**src/rtl/mbd_pkg.sv**
```systemverilog
package mbd_pkg;
  localparam int MAX_RATIO = 24;
  localparam int CNT_W     = $clog2(MAX_RATIO + 1);
  localparam int SEL_W     = 2;

  // base value is the ratio at pre=1 divided by two; pre=0 doubles it
  function automatic logic [CNT_W-1:0] ratio_of(input int bank,
                                                input logic [SEL_W-1:0] code,
                                                input logic pre);
    logic [2:0] base;
    case (bank)
      0: case (code)
           2'd0: base = 3'd2;
           2'd1: base = 3'd3;
           2'd2: base = 3'd4;
           default: base = 3'd6;
         endcase
      1: case (code)
           2'd0: base = 3'd2;
           2'd1: base = 3'd3;
           2'd2: base = 3'd4;
           default: base = 3'd5;
         endcase
      default: case (code)
           2'd0: base = 3'd1;
           2'd1: base = 3'd2;
           2'd2: base = 3'd3;
           default: base = 3'd4;
         endcase
    endcase
    return pre ? CNT_W'({base, 1'b0}) : CNT_W'({base, 2'b00});
  endfunction
endpackage

```
**src/rtl/mbd_sync.sv**
```systemverilog
module mbd_sync #(
  parameter int W      = 1,
  parameter int STAGES = 2
) (
  input  logic         clk_i,
  input  logic         rst_ni,
  input  logic [W-1:0] d_i,
  output logic [W-1:0] q_o
);
  logic [STAGES-1:0][W-1:0] pipe_q;

  always_ff @(posedge clk_i or negedge rst_ni) begin
    if (!rst_ni) pipe_q <= '0;
    else         pipe_q <= {pipe_q[STAGES-2:0], d_i};
  end

  assign q_o = pipe_q[STAGES-1];
endmodule

```
**src/rtl/mbd_bank.sv**
```systemverilog
module mbd_bank
  import mbd_pkg::*;
#(
  parameter int BANK = 0
) (
  input  logic             clk_i,
  input  logic             rst_ni,
  input  logic             en_i,
  input  logic [SEL_W-1:0] code_i,
  input  logic             pre_i,
  output logic             div_o,
  output logic [CNT_W-1:0] ratio_o,
  output logic [CNT_W-1:0] cnt_o
);
  localparam logic [CNT_W-1:0] RST_RATIO = ratio_of(BANK, '0, 1'b0);

  logic [CNT_W-1:0] cnt_q, ratio_q, cnt_nxt, half, last;
  logic             out_q, run_q;

  assign cnt_nxt = cnt_q + 1'b1;
  assign half    = ratio_q >> 1;
  assign last    = ratio_q - 1'b1;

  always_ff @(posedge clk_i or negedge rst_ni) begin
    if (!rst_ni) begin
      cnt_q   <= '0;
      ratio_q <= RST_RATIO;
      out_q   <= 1'b0;
      run_q   <= 1'b0;
    end else if (!en_i) begin
      cnt_q <= '0;
      out_q <= 1'b0;
      run_q <= 1'b0;
    end else if (!run_q || cnt_q == last) begin
      // period boundary: only place a new ratio is taken
      cnt_q   <= '0;
      ratio_q <= ratio_of(BANK, code_i, pre_i);
      out_q   <= 1'b1;
      run_q   <= 1'b1;
    end else begin
      cnt_q <= cnt_nxt;
      out_q <= cnt_nxt < half;
    end
  end

  assign div_o   = out_q;
  assign ratio_o = ratio_q;
  assign cnt_o   = cnt_q;
endmodule

```
**src/rtl/mbd_clk_div.sv**
```systemverilog
module mbd_clk_div
  import mbd_pkg::*;
#(
  parameter int FANOUT      = 4,
  parameter int SYNC_STAGES = 2
) (
  input  logic              clk_i,
  input  logic              rst_ni,
  input  logic              pre_sel_i,
  input  logic [1:0]        sel_a_i,
  input  logic [1:0]        sel_b_i,
  input  logic [1:0]        sel_c_i,
  input  logic              inv_c_i,
  output logic [FANOUT-1:0] qa_o,
  output logic [FANOUT-1:0] qb_o,
  output logic [FANOUT-1:0] qc_o
);
  localparam int NBANK  = 3;
  localparam int SYNC_W = 1 + NBANK * SEL_W;
  localparam int INV_LO = FANOUT / 2;

  logic [SYNC_W-1:0]            sel_raw, sel_sync;
  logic                         start_ok;
  logic [NBANK-1:0]             div_w;
  logic [NBANK-1:0][CNT_W-1:0]  ratio_w, cnt_w;

  assign sel_raw = {pre_sel_i, sel_c_i, sel_b_i, sel_a_i};

  mbd_sync #(.W(SYNC_W), .STAGES(SYNC_STAGES)) sel_sync_i (
    .clk_i, .rst_ni, .d_i(sel_raw), .q_o(sel_sync)
  );

  // holds banks idle until the select pipeline carries real values
  mbd_sync #(.W(1), .STAGES(SYNC_STAGES)) start_sync_i (
    .clk_i, .rst_ni, .d_i(1'b1), .q_o(start_ok)
  );

  for (genvar b = 0; b < NBANK; b++) begin : g_bank
    mbd_bank #(.BANK(b)) bank_i (
      .clk_i,
      .rst_ni,
      .en_i   (start_ok),
      .code_i (sel_sync[b*SEL_W +: SEL_W]),
      .pre_i  (sel_sync[SYNC_W-1]),
      .div_o  (div_w[b]),
      .ratio_o(ratio_w[b]),
      .cnt_o  (cnt_w[b])
    );
  end

  for (genvar k = 0; k < FANOUT; k++) begin : g_out
    assign qa_o[k] = rst_ni & div_w[0];
    assign qb_o[k] = rst_ni & div_w[1];
    if (k >= INV_LO) begin : g_inv
      assign qc_o[k] = rst_ni & (div_w[2] ^ inv_c_i);
    end else begin : g_pass
      assign qc_o[k] = rst_ni & div_w[2];
    end
  end
endmodule

```
**config.mk**
```make
export PLATFORM = sky130hd
export DESIGN_NAME = mbd_clk_div
export DESIGN_NICKNAME = d
export VERILOG_FILES = /design/src/rtl/mbd_pkg.sv /design/src/rtl/mbd_sync.sv /design/src/rtl/mbd_bank.sv /design/src/rtl/mbd_clk_div.sv
export SDC_FILE = /design/constraint.sdc
export NUM_CORES = 1
export LEC_CHECK = 0
export ABC_AREA = 1
export BUFFER_PORTS_ARGS = -buffer_cell sky130_fd_sc_hd__buf_4
export CAP_MARGIN = 0
export CORE_MARGIN = 2
export CORE_UTILIZATION = 55
export DETAILED_ROUTE_END_ITERATION = 6
export PLACE_DENSITY = 0.74
export SETUP_SLACK_MARGIN = 0.2
export SYNTH_ARGS = -nofsm -noshare
export SYNTH_HDL_FRONTEND = slang
export SYNTH_SLANG_ARGS = --single-unit
```
**constraint.sdc**
```tcl
create_clock -name clk_i -period 4.6 [get_ports clk_i]
set_input_delay 0 -clock clk_i [delete_from_list [all_inputs] [get_ports clk_i]]
set_output_delay 0 -clock clk_i [all_outputs]
set_load 0.005 [all_outputs]
```
Word-level counts from Yosys, hierarchy flattened

Index checks and enable logic that the tools add are counted.

Register bits: 52
Bits in latches: 0
RAM bits: 0
ROM bits: 0
Word-level logic and storage cells: 78
Memories: 0

Add/sub/neg operators: 6
$mul: 0
Divide/modulo/power cells: 0
$lt $le $gt $ge: 3
Equality and inequality tests: 12
Shifts and indexed selects: 0
Muxes and demuxes: 24
Bitwise logic cells: 5
Reductions and logical operators: 12

Operator list:

| kind                                             | count |
|---|---|
| two-way mux 5 bit                                | 9 |
| one-hot mux 3 bit (3 select lines)               | 3 |
| adder 5 x 1 -> 5 bit, second input constant      | 3 |
| == test 5 bit                                    | 3 |
| less-than comparator 5 x 4 -> 1 bit              | 3 |
| subtractor 5 x 1 -> 5 bit, second input constant | 3 |
| two-way mux 1 bit                                | 12 |
| == test 2 x 1 -> 1 bit, second input constant    | 3 |
| == test 2 bit, second input constant             | 3 |
| zero test 2 bit                                  | 3 |
| != test 2 x 1 -> 1 bit, second input constant    | 3 |
| AND reduction 2 bit                              | 3 |
| bitwise AND 1 bit                                | 4 |
| zero test 1 bit                                  | 3 |
| logical OR 1 bit                                 | 3 |
| bitwise XOR 1 bit                                | 1 |

Longest topological paths before layout

Depth after elaboration: 5
Depth in mapped cells: 12
Depth with buffers taken out: 12

By module

A second synthesis with hierarchy kept.

Cells, all modules: 343
Area total of the unflattened synthesis: 2762.6 µm²

By module, submodules not included:

| module                      | instances | cells an instance | area each (µm²) | seq. area each (µm²) |
|---|---|---|---|---|
| mbd_bank (g_bank[2].bank_i) | 1         | 101               | 753.2           | 276.5 |
| mbd_bank (g_bank[0].bank_i) | 1         | 100               | 728.2           | 276.5 |
| mbd_bank (g_bank[1].bank_i) | 1         | 100               | 726.9           | 276.5 |
| mbd_sync (sel_sync_i)       | 1         | 21                | 402.9           | 350.3 |
| mbd_clk_div                 | 1         | 19                | 101.3           | 0.0 |
| mbd_sync (start_sync_i)     | 1         | 2                 | 50.0            | 50.0 |

Least setup slack after synthesis

No wires, ideal clock.

Kind: reg-to-reg
Start: register g_bank[2].bank_i.ratio_q[2]
End: register g_bank[2].bank_i.ratio_q[1]
Setup time: 0.117 ns
Arrival: 1.512 ns
Path slack: 2.972 ns
Stages on the path, launching flop included: 13
Buffers on the path: 0
Clock period less this slack: 1.628 ns
Path through: dfstp_2 -> inv_1 -> ha_1 -> nand2_1 -> nand2_1 -> nor2_1 -> nand2_1 -> nor2_4 -> nand2_4 -> nand2_8 -> nand2_4 -> nand2_1 -> nand2_1

Word-level cells in the longest chain between the ends: 4

RTL lines:

| what                                 | line           | source |
|---|---|---|
| start: declaration                   | mbd_bank.sv:17 | `logic [CNT_W-1:0] cnt_q, ratio_q, cnt_nxt, half, last;` |
| start signal: assignment             | mbd_bank.sv:37 | `ratio_q <= ratio_of(BANK, code_i, pre_i);` |
| subtractor 5 x 1 -> 5 bit            | mbd_bank.sv:22 | `assign last = ratio_q - 1'b1;` |
| == test 5 bit                        | mbd_bank.sv:34 | `end else if (!run_q \|\| cnt_q == last) begin` |
| logical OR 1 bit                     | mbd_bank.sv:34 |  |
| AND reduction 2 bit (no source line) | --             |  |

No other way between the ends.
A chain may end at the register's enable or synchronous reset.

Worst setup path in the final report

Start: register g_bank[2].bank_i.ratio_q[2]
End: register g_bank[2].bank_i.ratio_q[3]

Same word-level chain as after synthesis.

==> summary.txt <==
Status
  • Status: finished clean

Timing
  • Final period utilization: 0.383
  • Clock Skews: 4.71 ps
  • Min Tclk post-route: 1760 ps
  • Max-slew violations: 0
  • Unrepaired setup endpoints after global routing: false
  • Finish-stage setup viols: 0
  • FMAX: 568 MHz
  • Final Hold Fails: 0
  • Slew @ Worst Pin: 760 ps
  • Worst slew margin: 0.494
  • TNS Setup: 0 ps

Synthesis
  • Mean Syn Cell Area: 8.63 um^2
  • Mux contribution to synthesized area: 0
  • Register bit count reported by yosys: 49
  • Post-synthesis compound-gate area fraction: 0.0212
  • Mapped Cells: 301
  • Yosys cell types: 26
  • Largest family of logic cells by synthesized area: simple AND/OR/NAND/NOR gates
  • Synth top area cells: dfrtp_1, nand2_1, ha_1
  • Seq/Total Area, Yosys: 0.474
  • Share of the synthesized area in the top cell type: 0.443
  • Synthesized area: 2600 um^2
  • Yosys top cell by area: dfrtp_1
  • Ys Warns: 0
  • Synth Area in Adders: 0.0771
  • Syn_nets: 327
  • XOR/XNOR Fraction of Synth Area: 0.0405
  • Simple-gate portion of the synthesized area: 0.298

Placed design
  • Routability-driven placement congestion ratio: 0.840
  • DP Wirelength: 3060 um
  • # port buffers: 21

Power and ir drop
  • PD cells: 330 nW/um^2
  • Pwr Total: 0.963 mW
  • Lkg Pwr: 1.55 nW
  • VDD IR max: 258 uV

Clock network
  • Clock Path Buffers: 2
  • Clk root buf: clkbuf_8
  • Num CTS Buffers: 5
  • CTS sink cnt: 49
  • CTS tree: yes
  • Clock slew at reported path FFs: 80 ps
  • Setup Fix Bufs, Post-CTS: 0
  • Clock latency on the worst-skew pair: 290 ps
  • H-tree lvl count: 2

Global route
  • First-pass GRT wire length: 7700 um
  • GRT Resource Usage Total: 0.188
  • Largest net degree at the start of global routing: 54
  • Grt ovf: 0
  • Vias in the first global route: 1,733
  • Initial antenna violation count: 0

Floorplanning
  • Die area: 5290 um^2
  • Die width: 72.7 um
  • IO Count: 22
  • Core box area: 4440 um^2
  • Initial cell density of the core: 0.584
  • Die height: 72.7 um
  • Row cnt: 24

Detailed routing
  • Vias per Instance: 4.94
  • Post-route ant nets: 0
  • DRT Wirelength: 4180 um
  • DRC: 0
  • Routed len/inst: 11.1 um
  • Total number of vias: 1,853
  • 1st-iter DRT viols: 78
  • DRT Pass-1 Iters: 4

Worst setup path
  • Worst Path Class, Setup: reg2reg
  • Startpoint types: flop
  • CP Max Fanout: 7
  • CP endpoint kind: flop
  • Critical path arrival: 1950 ps
  • CP required: 4790 ps

Job
  • MaxCap Viol Count: 0

Finish
  • # nets final: 348
  • Area grow syn2layout: 12.4%
  • ANT cells: 0
  • Layout cells sized above 1: 0.146

Min path
  • Hold Path Class: in2async
[final cells by class]
type | instances | area, um^2
well taps | 52 | 65.1
repair buffers | 29 | 238
clock inverters | 2 | 37.5
clock buffers | 6 | 82.6
multi-input cells | 203 | 1140
fillers | 385 | 1530
inverters | 34 | 128
flip-flops and latches | 49 | 1230
[report_power, final]
part / leakage (nW) / internal (mW) / switching, mW
clock network: 0.0574 / 0.177 / 0.131
registers: 0.611 / 0.461 / 0.0259
logic: 0.876 / 0.0747 / 0.0942
total: 1.55 / 0.712 / 0.251
[routing by layer]
| layer | track usage | vias to the layer above | wire length, um |
|---|---|---|---|
| li1 | - | 979 | - |
| met1 | 0.270 | 842 | 2090 |
| met2 | 0.288 | 30 | 1920 |
| met3 | 0.0470 | 2 | 139 |
| met4 | 0.0473 | 0 | 25 |
| met5 | 0 | - | 0 |
[critical path: stages (launching register included)]
cell	delay, ps
dfstp_2	530
inv_1	60
ha_1	290
nand2_1	70
nand2_1	50
nor2_1	70
nand2_1	80
nor2_4	130
nand2_4	90
nand2_8	90
nand2_4	60
nand2_1	90
nand2_1	40
[per-stage QoR]
stage	utilization	std cells	instance area (um^2)	hold WS [ps]	worst slack (ps)
6_report	0.657	375	2920	263	2840
2_1_floorplan	-	301	2600	-296	2970
3_3_place_gp	0.611	359	2720	51.7	2880
5_1_grt	0.657	375	2920	313	2680
3_5_place_dp	0.611	359	2720	55.5	2850
4_1_cts	0.657	375	2920	278	2840
[path summary, 6_finish.rpt]
| check | startpoint | to | slack, ps | depth (start not counted) |
|---|---|---|---|---|
| min in group clk_i | sel_sync_i.pipe_q[3]$_DFF_PN0_ | sel_sync_i.q_o[3]$_DFF_PN0_ | 350 | 0 |
| max in group asynchronous | rst_ni | g_bank[2].bank_i.cnt_o[3]$_DFF_PN0_ | 3940 | 2 |
| setup reg to reg | g_bank[2].bank_i.ratio_o[2]$_DFFE_PN1P_ | g_bank[2].bank_i.ratio_o[3]$_DFFE_PN0P_ | 2840 | 12 |
| hold reg to reg | sel_sync_i.pipe_q[3]$_DFF_PN0_ | sel_sync_i.q_o[3]$_DFF_PN0_ | 350 | 0 |
| hold / removal | rst_ni | sel_sync_i.pipe_q[2]$_DFF_PN0_ | 260 | 2 |
| setup / recovery | g_bank[2].bank_i.ratio_o[2]$_DFFE_PN1P_ | g_bank[2].bank_i.ratio_o[3]$_DFFE_PN0P_ | 2840 | 12 |
[state kept, by name (all words and copies together) (netlist names)]
name,cells
g_bank.bank_i.cnt_o,15
g_bank.bank_i.div_o,3
g_bank.bank_i.ratio_o,12
g_bank.bank_i.run_q,3
sel_sync_i.pipe_q,7
sel_sync_i.q_o,7
start_sync_i.pipe_q,1
start_sync_i.q_o,1
[cells in the final DEF (no fill, tap or decap), types with 2 or more instances in the layout]
| cell type | count |
|---|---|
| nand2_4 | 6 |
| a21oi_1 | 4 |
| inv_1 | 31 |
| ha_1 | 16 |
| nand2_1 | 85 |
| inv_2 | 3 |
| nand3_2 | 2 |
| nor3b_1 | 4 |
| dfstp_2 | 3 |
| nor2_1 | 20 |
| dfrtp_1 | 46 |
| buf_4 | 21 |
| nand3b_1 | 2 |
| xnor2_1 | 3 |
| o21ai_0 | 7 |
| nor3_1 | 11 |
| nand3_1 | 29 |
| dlygate4sd3_1 | 8 |
| clkbuf_8 | 6 |
| xor2_1 | 9 |
[cells in the mapped netlist]
library cell,n
xor2_1,9
clkbuf_8,1
nor3_1,11
and2_4,1
dfstp_2,3
xnor2_1,3
clkbuf_1,4
inv_1,31
buf_2,1
conb_1,1
nor2_1,20
nor3b_1,4
nand3b_1,2
ha_1,16
o21ai_0,7
nand3_2,2
nor2_4,1
dfrtp_1,46
nand2_4,6
a21oi_1,4
nor2_2,1
nand2_8,1
nand2_1,85
nand3_1,29
buf_4,9
inv_2,3
[timing repair]
item	in CTS	in global routing
hold endpoints to repair	53	0
hold buffers	8	0
gates resized for setup	0	0
[cells by family after synthesis]
| group | count (synthesis) |
|---|---|
| xor+xnor | 12 |
| fa+ha+maj | 16 |
| compound gates | 11 |
| other cells | 1 |
| simple gates | 163 |
| buf+inv | 49 |
| flops | 49 |
No activity file was read; power rests on OpenSTA's default activity.
